<file path="config.mk">
export PLATFORM = sky130hd
export DESIGN_NAME = dmtd_meter
export DESIGN_NICKNAME = d
export VERILOG_FILES = /design/src/rtl/dmtd_pkg.sv /design/src/rtl/dmtd_nco.sv /design/src/rtl/dmtd_lowpass.sv /design/src/rtl/dmtd_xdetect.sv /design/src/rtl/dmtd_pair.sv /design/src/rtl/dmtd_meter.sv
export SDC_FILE = /design/constraint.sdc
export NUM_CORES = 2
export LEC_CHECK = 0
export BUFFER_PORTS_ARGS = -buffer_cell sky130_fd_sc_hd__buf_2
export CORE_UTILIZATION = 50
export CTS_CLUSTER_DIAMETER = 150
export DETAILED_ROUTE_END_ITERATION = 12
export HOLD_SLACK_MARGIN = 0.02
export PLACE_DENSITY_LB_ADDON = 0.12
export SKIP_CTS_REPAIR_TIMING = 1
export SLEW_MARGIN = 15
export SYNTH_ARGS = -nofsm -noshare
export SYNTH_HDL_FRONTEND = slang
export SYNTH_SLANG_ARGS = --single-unit
</file>
<file path="constraint.sdc">
create_clock -name clk -period 20.4 [get_ports clk]
set_input_delay 3.06 -clock clk [delete_from_list [all_inputs] [get_ports clk]]
set_output_delay 3.06 -clock clk [all_outputs]
set_load 0.03 [all_outputs]
</file>
<file path="src/rtl/dmtd_pkg.sv">
package dmtd_pkg;
  localparam int CH_REF = 0;
  localparam int CH_DUT = 1;
  localparam int NCH    = 2;

  // Quarter-wave amplitude for address a in [0, 2^aw]: parabolic approximation
  // of a rising sine, reaching amp exactly at a = 2^aw.
  function automatic int qwave(int unsigned a, int aw, int amp);
    longint prod;
    prod = longint'(a) * (longint'(2) * (longint'(1) << aw) - longint'(a)) * longint'(amp);
    return int'(prod >>> (2 * aw));
  endfunction

  // Cosine from quadrant q and in-quadrant address a.
  function automatic int cos_of(int unsigned q, int unsigned a, int aw, int amp);
    int unsigned n;
    n = 32'd1 << aw;
    case (q)
      0: return  qwave(n - a, aw, amp);
      1: return -qwave(a, aw, amp);
      2: return -qwave(n - a, aw, amp);
      default: return qwave(a, aw, amp);
    endcase
  endfunction

  // One first-order shift section step.
  function automatic longint lp_next(longint y, longint x, int k);
    return y + ((x - y) >>> k);
  endfunction
endpackage

</file>
<file path="src/rtl/dmtd_nco.sv">
module dmtd_nco #(
  parameter int PW = 32,
  parameter int AW = 10,
  parameter int LW = 12
) (
  input  logic                 clk,
  input  logic                 rst_n,
  input  logic [PW-1:0]        tune,
  output logic signed [LW-1:0] lo
);
  import dmtd_pkg::*;
  localparam int AMP = 2 ** (LW - 1) - 1;

  logic [PW-1:0] phase_q;
  int            lo_i;

  always_ff @(posedge clk or negedge rst_n) begin
    if (!rst_n) phase_q <= '0;
    else        phase_q <= phase_q + tune;
  end

  always_comb begin
    lo_i = cos_of(32'(phase_q[PW-1 -: 2]), 32'(phase_q[PW-3 -: AW]), AW, AMP);
  end

  assign lo = lo_i[LW-1:0];
endmodule

</file>
<file path="src/rtl/dmtd_lowpass.sv">
module dmtd_lowpass #(
  parameter int MW   = 24,
  parameter int NSEC = 2,
  parameter int SW   = 4
) (
  input  logic                 clk,
  input  logic                 rst_n,
  input  logic signed [MW-1:0] x,
  input  logic [SW-1:0]        k,
  output logic signed [MW-1:0] y
);
  import dmtd_pkg::*;

  for (genvar s = 0; s < NSEC; s++) begin : g_sec
    logic signed [MW-1:0] din;
    logic signed [MW-1:0] q;
    longint               nx;
    if (s == 0) begin : g_first
      assign din = x;
    end else begin : g_next
      assign din = g_sec[s-1].q;
    end
    always_comb nx = lp_next(longint'(q), longint'(din), int'(k));
    always_ff @(posedge clk or negedge rst_n) begin
      if (!rst_n) q <= '0;
      else        q <= nx[MW-1:0];
    end
  end

  assign y = g_sec[NSEC-1].q;
endmodule

</file>
<file path="src/rtl/dmtd_xdetect.sv">
module dmtd_xdetect #(
  parameter int MW   = 24,
  parameter int HOLD = 4
) (
  input  logic                 clk,
  input  logic                 rst_n,
  input  logic signed [MW-1:0] y,
  output logic                 neg,
  output logic                 hit
);
  localparam int CW = $clog2(HOLD + 1);
  localparam logic [CW-1:0] HV = CW'(HOLD);

  logic [CW-1:0] nc_q, pc_q;
  logic          armed_q;

  assign neg = y[MW-1];

  always_ff @(posedge clk or negedge rst_n) begin
    if (!rst_n) begin
      nc_q <= '0; pc_q <= '0; armed_q <= 1'b0; hit <= 1'b0;
    end else if (neg) begin
      hit  <= 1'b0;
      pc_q <= '0;
      if (nc_q != HV) nc_q <= nc_q + 1'b1;
      if (nc_q >= HV - 1'b1) armed_q <= 1'b1;
    end else begin
      nc_q <= '0;
      if (armed_q && pc_q == HV - 1'b1) begin
        hit <= 1'b1; armed_q <= 1'b0; pc_q <= '0;
      end else begin
        hit  <= 1'b0;
        pc_q <= armed_q ? pc_q + 1'b1 : '0;
      end
    end
  end
endmodule

</file>
<file path="src/rtl/dmtd_pair.sv">
module dmtd_pair #(
  parameter int TW = 48
) (
  input  logic                 clk,
  input  logic                 rst_n,
  input  logic                 hit_ref,
  input  logic                 hit_dut,
  input  logic [TW-1:0]        stamp,
  input  logic                 diff_ready,
  output logic signed [TW-1:0] diff_data,
  output logic                 diff_valid,
  output logic                 drop_pulse,
  output logic                 pend
);
  logic [TW-1:0] ref_ts_q, base, dval;
  logic          fire, held;

  assign fire = hit_dut && (pend || hit_ref);
  assign held = diff_valid && !diff_ready;
  assign base = hit_ref ? stamp : ref_ts_q;
  assign dval = stamp - base;

  always_ff @(posedge clk or negedge rst_n) begin
    if (!rst_n) begin
      pend <= 1'b0; ref_ts_q <= '0; drop_pulse <= 1'b0;
      diff_valid <= 1'b0; diff_data <= '0;
    end else begin
      if (hit_dut)      pend <= 1'b0;
      else if (hit_ref) pend <= 1'b1;
      if (hit_ref) ref_ts_q <= stamp;
      drop_pulse <= (hit_ref && pend) || (fire && held);
      if (fire && !held) begin
        diff_valid <= 1'b1;
        diff_data  <= dval;
      end else if (diff_ready) begin
        diff_valid <= 1'b0;
      end
    end
  end
endmodule

</file>
<file path="src/rtl/dmtd_meter.sv">
module dmtd_meter #(
  parameter int XW   = 12,
  parameter int LW   = 12,
  parameter int PW   = 32,
  parameter int AW   = 10,
  parameter int SW   = 4,
  parameter int NSEC = 2,
  parameter int HOLD = 4,
  parameter int TW   = 48
) (
  input  logic                 clk,
  input  logic                 rst_n,
  input  logic signed [XW-1:0] ref_smp,
  input  logic signed [XW-1:0] dut_smp,
  input  logic [PW-1:0]        tune_word,
  input  logic [SW-1:0]        lp_shift,
  output logic signed [TW-1:0] diff_data,
  output logic                 diff_valid,
  input  logic                 diff_ready,
  output logic                 drop_pulse
);
  import dmtd_pkg::*;
  localparam int MW = XW + LW;

  logic signed [LW-1:0] lo;
  logic [NCH-1:0]       hit_w, neg_w;
  logic                 pend_w;
  logic [TW-1:0]        stamp_w;

  always_ff @(posedge clk or negedge rst_n) begin
    if (!rst_n) stamp_w <= '0;
    else        stamp_w <= stamp_w + 1'b1;
  end

  dmtd_nco #(.PW(PW), .AW(AW), .LW(LW)) nco_i (
    .clk(clk), .rst_n(rst_n), .tune(tune_word), .lo(lo));

  for (genvar c = 0; c < NCH; c++) begin : g_ch
    logic signed [XW-1:0] s_in;
    logic signed [MW-1:0] mix_q, filt;
    if (c == CH_REF) begin : g_ref
      assign s_in = ref_smp;
    end else begin : g_dut
      assign s_in = dut_smp;
    end
    always_ff @(posedge clk or negedge rst_n) begin
      if (!rst_n) mix_q <= '0;
      else        mix_q <= s_in * lo;
    end
    dmtd_lowpass #(.MW(MW), .NSEC(NSEC), .SW(SW)) lp_i (
      .clk(clk), .rst_n(rst_n), .x(mix_q), .k(lp_shift), .y(filt));
    dmtd_xdetect #(.MW(MW), .HOLD(HOLD)) xd_i (
      .clk(clk), .rst_n(rst_n), .y(filt), .neg(neg_w[c]), .hit(hit_w[c]));
  end

  dmtd_pair #(.TW(TW)) pair_i (
    .clk(clk), .rst_n(rst_n), .hit_ref(hit_w[CH_REF]), .hit_dut(hit_w[CH_DUT]),
    .stamp(stamp_w), .diff_ready(diff_ready), .diff_data(diff_data),
    .diff_valid(diff_valid), .drop_pulse(drop_pulse), .pend(pend_w));
endmodule

</file>
==> impl_metrics.py <==
metrics = {
    "yosys": {
        "synth.ff_latch_count": 339,
        "ys_seq_area_share_pct": 14.2,
        "syn_area_per_cell_um2": 8.98,
        "synth_area_um2": 59900,
        "synthArstFlopShare_pct": 100,
        "ys_types": 106,
        "yosys.area.top_type": "fa_1",
        "synth_edf_count": 0,
        "synth_flop_cell": "dfrtp_1",
        "netlist_top_cells_area": "fa_1, ha_1, dfrtp_1",
        "ys_top_cells_by_count": "inv_1, fa_1, ha_1",
        "synthCells": 6675,
        "yosysWarnings": 0,
        "yosys.cell_count.top_type": "inv_1",
        "synth_top_area_share_pct": 24.6,
    },
    "timing": {
        "worst_pin_slew_ps": 1110,
        "rsz0062_at_grt": "no",
        "fmax_mhz": 51.5,
        "skew_ps": 20.8,
        "max_slew_margin_pct": 26.1,
        "min_period_ps": 19430,
        "fin_setup_tns_ps": 0,
        "finalSetupViolCount": 0,
        "hold_viol_final": 0,
        "finalMaxSlewViolations": 0,
        "fin_crit_sh_pct": 95.2,
        "hold-worst-slack_ps": 431,
    },
    "drt": {
        "final_antenna_net_count": 0,
        "via_per_inst": 5.45,
        "drt-total-wl_um": 147000,
        "dr.first_iter.drc_count": 3044,
        "dr.pass1.iters": 6,
        "vias": 45500,
        "wl_per_cell_um": 17.6,
        "drc": 0,
    },
    "floorplan": {
        "initial_utilization_pct": 50.6,
        "io-pin-count": 113,
        "row_count": 126,
        "core-area_um2": 118000,
        "die_area_um2": 121000,
        "die_x_um": 348,
        "die_h_um": 348,
    },
    "worst_setup_path": {
        "crit_top_cell": "fa_1",
        "cp-end-kind": "flip-flop",
        "crit_arrival_ps": 19900,
        "cp_max_fo": 24,
        "critical-path-slowest-cell": "or4_1",
        "critPathKind": "reg2reg",
        "crit_required_ps": 20870,
        "critPathLaunchType": "flip-flop",
        "cpPeakStageDelay_ps": 560,
    },
    "clock_network": {
        "clk_pin_slew_worst_paths_ps": 60,
        "numClockSinks": 339,
        "htreeDepth": 2,
        "clock_path_buffers": 3,
        "cts_tree": "built",
        "root_buffer": "clkbuf_16",
        "cts_made_buffers": 42,
        "insertion_delay_ps": 610,
    },
    "global_routing": {
        "grt_pass1_wl_um": 246000,
        "grt_start_max_net_pins": 98,
        "grt_pass1_vias": 47000,
        "grt_util_all_layers_pct": 24.9,
        "gr-total-overflow": 0,
        "antenna_found_initial": 7,
    },
    "place": {
        "place_congestion": 0.905,
        "dpl.hpwl_um": 122000,
        "port_buffers": 112,
    },
    "cells_and_area": {
        "fillers": 11100,
        "drive_gt1_share_pct": 6.12,
        "fin_nets": 8244,
        "fin_util_pct": 53.8,
        "area_growth_pct": 6.28,
    },
    "run": {
        "max-cap-violations": 0,
    },
    "status": {
        "status": "finished clean",
    },
    "min_path": {
        "hold_class": "reg2reg",
    },
}
[metal layers]
metal,wire [µm],GRT usage [%]
met1,68700,34.8
met2,70700,42.7
met3,5190,1.73
met4,2500,4.84
met5,0,0
[layout make-up]
type	count	area [µm²]	share of cell area, %
clock inverters	19	216	0.340
multi-input cells	4899	46100	72.4
inverters	1273	4790	7.52
flip-flops and latches	339	8490	13.3
diodes	5	12.5	0.0196
well taps	1600	2000	3.14
repair buffers	163	966	1.52
clock buffers	52	1110	1.74
[path summary, 6_finish.rpt]
| kind | slack [ps] | depth (start not counted) | end | startpoint |
|---|---|---|---|---|
| worst max-delay path | 970 | 67 | g_ch[1].mix_q[23] | nco_i.phase_q[21] |
| worst min-delay path | 430 | 1 | g_ch[1].xd_i.pc_q[0] | g_ch[1].xd_i.pc_q[0] |
| worst max register to register | 970 | 67 | g_ch[1].mix_q[23] | nco_i.phase_q[21] |
| worst min register to register | 430 | 1 | g_ch[1].xd_i.pc_q[0] | g_ch[1].xd_i.pc_q[0] |
| max in group asynchronous | 15730 | 3 | pair_i.ref_ts_q[14] | rst_n |
| min in group asynchronous | 2490 | 1 | nco_i.phase_q[1] | rst_n |
[metrics by stage]
stage / instances / area, µm² / setup WS (ps)
after floorplan: 6695 / 60000 / 1700
after global placement: 8269 / 62200 / 898
after detailed placement: 8269 / 62200 / 533
after CTS: 8340 / 63600 / 492
after global routing: 8350 / 63700 / 11.5
final: 8350 / 63700 / 974
[sequential cells by signal, summed over array words and instances (netlist names), 2 cells and up]
name	flops
g_ch.mix_q	48
g_ch.xd_i.pc_q	6
pair_i.ref_ts_q	48
nco_i.phase_q	32
pair_i.diff_data	48
stamp_w	48
g_ch.xd_i.nc_q	6
g_ch.xd_i.armed_q	2
g_ch.xd_i.hit	2
g_ch.lp_i.y	48
g_ch.lp_i.g_sec.q	48
[cell usage in the layout (no fill, tap or decap), types with 131 or more instances in the layout]
master,count
dfrtp_1,337
a21oi_1,326
a21o_1,131
mux2i_1,175
nand2_1,452
ha_1,727
xnor2_1,293
fa_1,735
o21ai_0,200
nor2_1,374
inv_1,1264
[cells by family (layout without fill, tap and decap cells)]
kind of cell | Yosys count | in the layout | share of synthesized area, %
adders and majority gates | 1464 | 1464 | 39.8
buffers and inverters | 1457 | 1507 | 9.18
and+or+nand+nor | 1586 | 1586 | 13.0
DFF | 339 | 339 | 14.2
other | 2 | 27 | 0.0125
xor gates and xnor gates | 419 | 419 | 6.15
muxes | 250 | 250 | 5.05
AOI/OAI and AO/OA | 1158 | 1158 | 12.7
[critical path: cells and delay by family (launching register included)]
| family | cells | cell delay [ps] |
|---|---|---|
| fa+ha+maj | 25 | 10450 |
| simple gates | 13 | 2890 |
| buf+inv | 12 | 1070 |
| compound gates | 13 | 3380 |
| flops | 1 | 500 |
| xor+xnor | 3 | 700 |
| mux | 1 | 280 |
Power is left out: the tool's default activity adds up to more than one toggle a clock period on the data nets, which glitch-free logic cannot reach.
